<file path="src/rtl/sem_pkg.sv">
package sem_pkg;

    localparam int unsigned FLAGS_DEF  = 8;
    localparam int unsigned DATA_W_DEF = 16;

    typedef enum logic [1:0] {
        HOLD_NONE  = 2'd0,
        HOLD_LEFT  = 2'd1,
        HOLD_RIGHT = 2'd2
    } holder_e;

    typedef struct packed {
        logic rd;   // valid semaphore read
        logic wr;   // valid semaphore write
        logic bad;  // illegal enable combination
        logic val;  // written bit
    } access_t;

    function automatic access_t decode_access(
        input logic sem_n, input logic ce_n, input logic rw, input logic oe_n,
        input logic ub_n, input logic lb_n, input logic d0);
        access_t a;
        a.bad = ~sem_n & ~ce_n;
        a.rd  = ~sem_n & ce_n & rw & ~oe_n;
        a.wr  = ~sem_n & ce_n & ~rw & ~(ub_n & lb_n);
        a.val = d0;
        return a;
    endfunction

    function automatic logic view_bit(input holder_e h, input logic is_left);
        logic mine;
        mine = is_left ? (h == HOLD_LEFT) : (h == HOLD_RIGHT);
        return ~mine;
    endfunction

endpackage

</file>
<file path="src/rtl/sem_port_decode.sv">
module sem_port_decode
    import sem_pkg::*;
#(
    parameter int unsigned DATA_W = DATA_W_DEF
) (
    input  logic              sem_n,
    input  logic              ce_n,
    input  logic              rw,
    input  logic              oe_n,
    input  logic              ub_n,
    input  logic              lb_n,
    input  logic [DATA_W-1:0] wdata,
    output access_t           acc
);
    logic unused_upper;
    assign unused_upper = ^wdata[DATA_W-1:1];

    assign acc = decode_access(sem_n, ce_n, rw, oe_n, ub_n, lb_n, wdata[0]);
endmodule

</file>
<file path="src/rtl/sem_flag_cell.sv">
module sem_flag_cell
    import sem_pkg::*;
(
    input  logic    clk,
    input  logic    rst,
    input  logic    l_take,
    input  logic    l_give,
    input  logic    r_take,
    input  logic    r_give,
    output holder_e holder,
    output logic    l_wait,
    output logic    r_wait
);
    holder_e nxt;
    logic    l_want, r_want, l_wait_nxt, r_wait_nxt;

    always_comb begin
        l_want = (l_wait | l_take) & ~l_give;
        r_want = (r_wait | r_take) & ~r_give;
        nxt    = holder;
        case (holder)
            HOLD_NONE: begin
                if (l_want)      nxt = HOLD_LEFT;
                else if (r_want) nxt = HOLD_RIGHT;
            end
            HOLD_LEFT:  if (l_give) nxt = r_want ? HOLD_RIGHT : HOLD_NONE;
            HOLD_RIGHT: if (r_give) nxt = l_want ? HOLD_LEFT  : HOLD_NONE;
            default:    nxt = HOLD_NONE;
        endcase
        l_wait_nxt = l_want & (nxt != HOLD_LEFT);
        r_wait_nxt = r_want & (nxt != HOLD_RIGHT);
    end

    always_ff @(posedge clk) begin
        if (rst) begin
            holder <= HOLD_NONE;
            l_wait <= 1'b0;
            r_wait <= 1'b0;
        end else begin
            holder <= nxt;
            l_wait <= l_wait_nxt;
            r_wait <= r_wait_nxt;
        end
    end
endmodule

</file>
<file path="src/rtl/sem_readback.sv">
module sem_readback
    import sem_pkg::*;
#(
    parameter int unsigned NUM_FLAGS = FLAGS_DEF,
    parameter int unsigned DATA_W    = DATA_W_DEF,
    parameter bit          IS_LEFT   = 1'b1,
    localparam int unsigned SEL_W    = $clog2(NUM_FLAGS)
) (
    input  logic [NUM_FLAGS-1:0][1:0] hold_vec,
    input  access_t                   acc,
    input  logic [SEL_W-1:0]          sel,
    output logic [DATA_W-1:0]         rdata
);
    logic bit_v;
    assign bit_v = view_bit(holder_e'(hold_vec[sel]), IS_LEFT);
    assign rdata = acc.rd ? {DATA_W{bit_v}} : '0;
endmodule

</file>
<file path="src/rtl/sem_unit.sv">
module sem_unit
    import sem_pkg::*;
#(
    parameter int unsigned NUM_FLAGS = FLAGS_DEF,
    parameter int unsigned DATA_W    = DATA_W_DEF,
    localparam int unsigned SEL_W    = $clog2(NUM_FLAGS)
) (
    input  logic              clk,
    input  logic              rst,
    input  logic              l_sem_n,
    input  logic              l_ce_n,
    input  logic              l_rw,
    input  logic              l_oe_n,
    input  logic              l_ub_n,
    input  logic              l_lb_n,
    input  logic [SEL_W-1:0]  l_addr,
    input  logic [DATA_W-1:0] l_wdata,
    output logic [DATA_W-1:0] l_rdata,
    output logic              l_err,
    input  logic              r_sem_n,
    input  logic              r_ce_n,
    input  logic              r_rw,
    input  logic              r_oe_n,
    input  logic              r_ub_n,
    input  logic              r_lb_n,
    input  logic [SEL_W-1:0]  r_addr,
    input  logic [DATA_W-1:0] r_wdata,
    output logic [DATA_W-1:0] r_rdata,
    output logic              r_err
);
    access_t                   l_acc, r_acc;
    logic [NUM_FLAGS-1:0][1:0] hold_vec;
    logic [NUM_FLAGS-1:0]      l_wait, r_wait;

    sem_port_decode #(.DATA_W(DATA_W)) u_ldec (
        .sem_n(l_sem_n), .ce_n(l_ce_n), .rw(l_rw), .oe_n(l_oe_n),
        .ub_n(l_ub_n), .lb_n(l_lb_n), .wdata(l_wdata), .acc(l_acc));

    sem_port_decode #(.DATA_W(DATA_W)) u_rdec (
        .sem_n(r_sem_n), .ce_n(r_ce_n), .rw(r_rw), .oe_n(r_oe_n),
        .ub_n(r_ub_n), .lb_n(r_lb_n), .wdata(r_wdata), .acc(r_acc));

    for (genvar k = 0; k < NUM_FLAGS; k++) begin : g_flag
        holder_e hc;
        logic    l_hit, r_hit;
        assign l_hit = l_acc.wr & (l_addr == SEL_W'(k));
        assign r_hit = r_acc.wr & (r_addr == SEL_W'(k));

        sem_flag_cell u_cell (
            .clk(clk), .rst(rst),
            .l_take(l_hit & ~l_acc.val), .l_give(l_hit & l_acc.val),
            .r_take(r_hit & ~r_acc.val), .r_give(r_hit & r_acc.val),
            .holder(hc), .l_wait(l_wait[k]), .r_wait(r_wait[k]));

        assign hold_vec[k] = hc;
    end

    sem_readback #(.NUM_FLAGS(NUM_FLAGS), .DATA_W(DATA_W), .IS_LEFT(1'b1)) u_lrb (
        .hold_vec(hold_vec), .acc(l_acc), .sel(l_addr), .rdata(l_rdata));

    sem_readback #(.NUM_FLAGS(NUM_FLAGS), .DATA_W(DATA_W), .IS_LEFT(1'b0)) u_rrb (
        .hold_vec(hold_vec), .acc(r_acc), .sel(r_addr), .rdata(r_rdata));

    always_ff @(posedge clk) begin
        if (rst) begin
            l_err <= 1'b0;
            r_err <= 1'b0;
        end else begin
            l_err <= l_acc.bad;
            r_err <= r_acc.bad;
        end
    end
endmodule

</file>
<file path="config.mk">
export PLATFORM = sky130hd
export DESIGN_NAME = sem_unit
export DESIGN_NICKNAME = d
export VERILOG_FILES = /design/src/rtl/sem_pkg.sv /design/src/rtl/sem_port_decode.sv /design/src/rtl/sem_flag_cell.sv /design/src/rtl/sem_readback.sv /design/src/rtl/sem_unit.sv
export SDC_FILE = /design/constraint.sdc
export NUM_CORES = 1
export LEC_CHECK = 0
export BUFFER_PORTS_ARGS = -buffer_cell sky130_fd_sc_hd__buf_2
export CELL_PAD_IN_SITES_DETAIL_PLACEMENT = 0
export CELL_PAD_IN_SITES_GLOBAL_PLACEMENT = 2
export CORE_MARGIN = 2
export CORE_UTILIZATION = 26
export CTS_BUF_LIST = sky130_fd_sc_hd__clkbuf_16
export DETAILED_ROUTE_END_ITERATION = 10
export PLACE_DENSITY_LB_ADDON = 0.1
export SYNTH_ARGS = -nofsm -noshare
export SYNTH_HDL_FRONTEND = slang
export SYNTH_SLANG_ARGS = --single-unit
</file>
<file path="constraint.sdc">
create_clock -name clk -period 3.08 [get_ports clk]
set_clock_uncertainty 0.2 [all_clocks]
set_input_delay 0.308 -clock clk [delete_from_list [all_inputs] [get_ports clk]]
set_output_delay 0.308 -clock clk [all_outputs]
set_load 0.01 [all_outputs]
</file>
==> flow_summary.yaml <==
global_routing:
  antenna_found_initial: 0
  grt_max_degree: 23
  first_global_vias: 2091
  grt_pass1_wl_um: 11800
  track_usage_pct: 15.5
  grt_overflow: 0
place:
  dp_hpwl_um: 5810
  gp_congestion: 0.820
  port-buffer-count: 55
  place_area_mm2: 0.00255
pwr:
  p_leak_nw: 1.06
  p_per_area_mw_per_mm2: 399
  peakVddDrop_mv: 0.166
routing:
  drc_errors: 0
  post_drt_wl_per_cell_um: 18.4
  vias: 2213
  routed_via_density: 5.38
  drtAntennaViolNets: 0
  wl_um: 7550
  drtIter0Drc: 84
  firstDrtPassIters: 4
timing:
  period_minus_slack_ns: 2.60
  finalSetupTns_ns: 0
  max_slew_margin_pct: 60.6
  worstMarginPinSlew_ns: 0.590
  drv_slew: 0
  rsz0062_at_grt: "no"
  fin_crit_sh_pct: 84.4
  setup_viol: 0
  hold_viol_final: 0
  fmax_mhz: 385
clock_tree:
  ctsHoldBuffers: 0
  cts_resized: 0
  cts_tree: "built"
  clockBufferDepth: 2
  clk_pin_slew_ns: 0.05
  worstSkewPairLatency_ns: 0.28
  cts-buffers-inserted: 5
  cts_sinks: 34
  postCtsSetupBuffers: 0
  htreeDepth: 2
  cts-root-buf: "clkbuf_16"
die:
  fp.dieArea_mm2: 0.0100
  die_y_um: 100
  start_util_pct: 26.3
  coreArea_mm2: 0.00911
  die-width_um: 100
  num_rows: 35
  io_pins: 86
worst_setup_path:
  cp-start-kind: "flip-flop"
  endpoint_kind: "output port"
  cp_max_fo: 16
  rr_worst_depth: 4
  reg2reg_to: "g_flag[5].u_cell.holder[0]"
  cp.arrival_ns: 2.09
  worst-setup-path-type: "flip-flop to output port"
  required_ns: 2.57
  r2r_start: "g_flag[5].u_cell.holder[0]"
  rrSetupSlack_ns: 1.23
final_layout:
  stdcell_area_mm2: 0.00269
  fill_cells: 1011
  multi_input_area_mm2: 0.00141
  syn_to_final_growth_pct: 12.2
  seq_area_um2: 681
  num_antenna_cells: 0
  postLayoutCoreUtil_pct: 29.5
  num-nets-final: 351
  drive_gt1_share_pct: 28.3
synthesis:
  yosysWarnings: 0
  synthDistinctLibCells: 72
  synth_cells: 276
  synth_top_area_share_pct: 28.4
  synth_area_leaders: "dfxtp_1, buf_4, nor3_1"
  synth_seq_cells: 34
  synth_area_mm2: 0.00240
  async_flop_share_pct: 0
  synth_ff_type: "dfxtp_1"
  yosysSeqAreaShare_pct: 28.4
  synth_edf_count: 0
  syn_nets: 328
  yosys.area.top_type: "dfxtp_1"
  syn_avg_cell_area_um2: 8.68
status:
  status: "completed"
worst_hold_path:
  hp-class: "input port to flip-flop"
  min_to: "r_err"
  worstHoldStart: "r_ce_n"
  min_path_cells: 2
job:
  drv_cap: 0
[cells in the final DEF (no fill, tap or decap), types with 3 or more instances in the layout]
cell type / instances
nor3_1: 15
o2bb2ai_1: 3
nand2_1: 15
a31oi_1: 6
or2_2: 4
buf_4: 3
o21ai_0: 5
o221ai_1: 5
o22ai_1: 6
o32ai_1: 6
a21o_1: 3
nor4bb_1: 3
nand3_1: 4
buf_2: 55
clkbuf_16: 5
nor3b_1: 6
and3_1: 5
nand4_1: 5
dfxtp_1: 34
nand2b_1: 10
inv_1: 8
or3_1: 3
a21oi_1: 9
nor2_1: 9
o211a_1: 3
nor2b_1: 8
nor4_1: 3
o41ai_1: 3
a2111oi_0: 3
nor4b_1: 4
[final cells by class]
cell class | count | share of cell area (%)
sequential | 34 | 25.3
timing repair buffer | 58 | 11.1
multi-input combinational | 193 | 52.3
clock inverter | 3 | 0.465
inverter | 7 | 0.977
tap | 111 | 5.17
clock buffer | 5 | 4.65
[logic make-up after synthesis]
family          after synthesis  share of synthesized area, %
buf+inv                      49                          13.1
mux                           3                          3.13
compound gates               79                          26.5
flops                        34                          28.4
simple gates                111                          28.9
[state kept, by name, summed over array words and instances, names as in the netlist]
register              cells
g_flag.u_cell.holder     16
g_flag.u_cell.r_wait      8
g_flag.u_cell.l_wait      8
l_err                     1
r_err                     1
[critical path: stages (launching register included)]
cell	delay [ns]
dfxtp_1	0.39
nand2b_1	0.18
o21ai_0	0.12
mux4_2	0.51
nor4b_2	0.25
buf_4	0.21
buf_2	0.15
[worst max path at each step]
stage | start | endpoint | slack (ns) | cells after the start
5_1_grt | g_flag[4].u_cell.holder[1] | l_rdata[0] | 0.34 | 6
6_report | g_flag[4].u_cell.holder[1] | l_rdata[2] | 0.48 | 6
2_1_floorplan | l_addr[0] | l_rdata[10] | 0.16 | 7
3_3_place_gp | l_addr[0] | l_rdata[9] | 0.66 | 6
3_5_place_dp | l_addr[0] | l_rdata[2] | 0.64 | 6
4_1_cts | g_flag[4].u_cell.holder[1] | l_rdata[2] | 0.44 | 6
[through the flow]
| step | total power [mW] | setup slack [ns] | hold WS [ns] | std cells |
|---|---|---|---|---|
| final | 1.07 | 0.480 | 0.0577 | 411 |
| after global routing | 1.13 | 0.337 | 0.0640 | 411 |
| after CTS | 1.09 | 0.442 | 0.0566 | 411 |
| after detailed placement | 0.598 | 0.642 | 0.299 | 403 |
| after global placement | 0.599 | 0.660 | 0.303 | 403 |
| after floorplan | 0.551 | 0.161 | 0.185 | 276 |
[power breakdown]
group / total, mW / switching, mW / leakage [nW] / internal [mW]
Sequential: 0.446 / 0.00306 / 0.274 / 0.443
Combinational: 0.141 / 0.0921 / 0.718 / 0.0492
Clock: 0.485 / 0.192 / 0.0724 / 0.292
[layer usage]
layer | GRT usage [%] | up-vias | part of all wire [%]
li1 | - | 1095 | -
met1 | 21.6 | 1070 | 49
met2 | 24.6 | 43 | 46
met3 | 2.99 | 5 | 3.6
met4 | 3.90 | 0 | 0.73
met5 | 0 | - | 0
[cell usage after synthesis (all sizes together), types with 4 or more instances]
master and count:
buf 40, dfxtp 34, nor3 16, nand2 15, nand2b 10, a21oi 9, nor2 9, nor2b 8
inv 7, o32ai 7, a31oi 6, nor3b 6, nor4b 6, o21ai 6, o22ai 6, a2111oi 5
and3 5, nand4 5, o221ai 5, a21o 4, nand3 4, o41ai 4, or2 4, or3 4
Note: power is estimated with default switching activity, not from simulation.
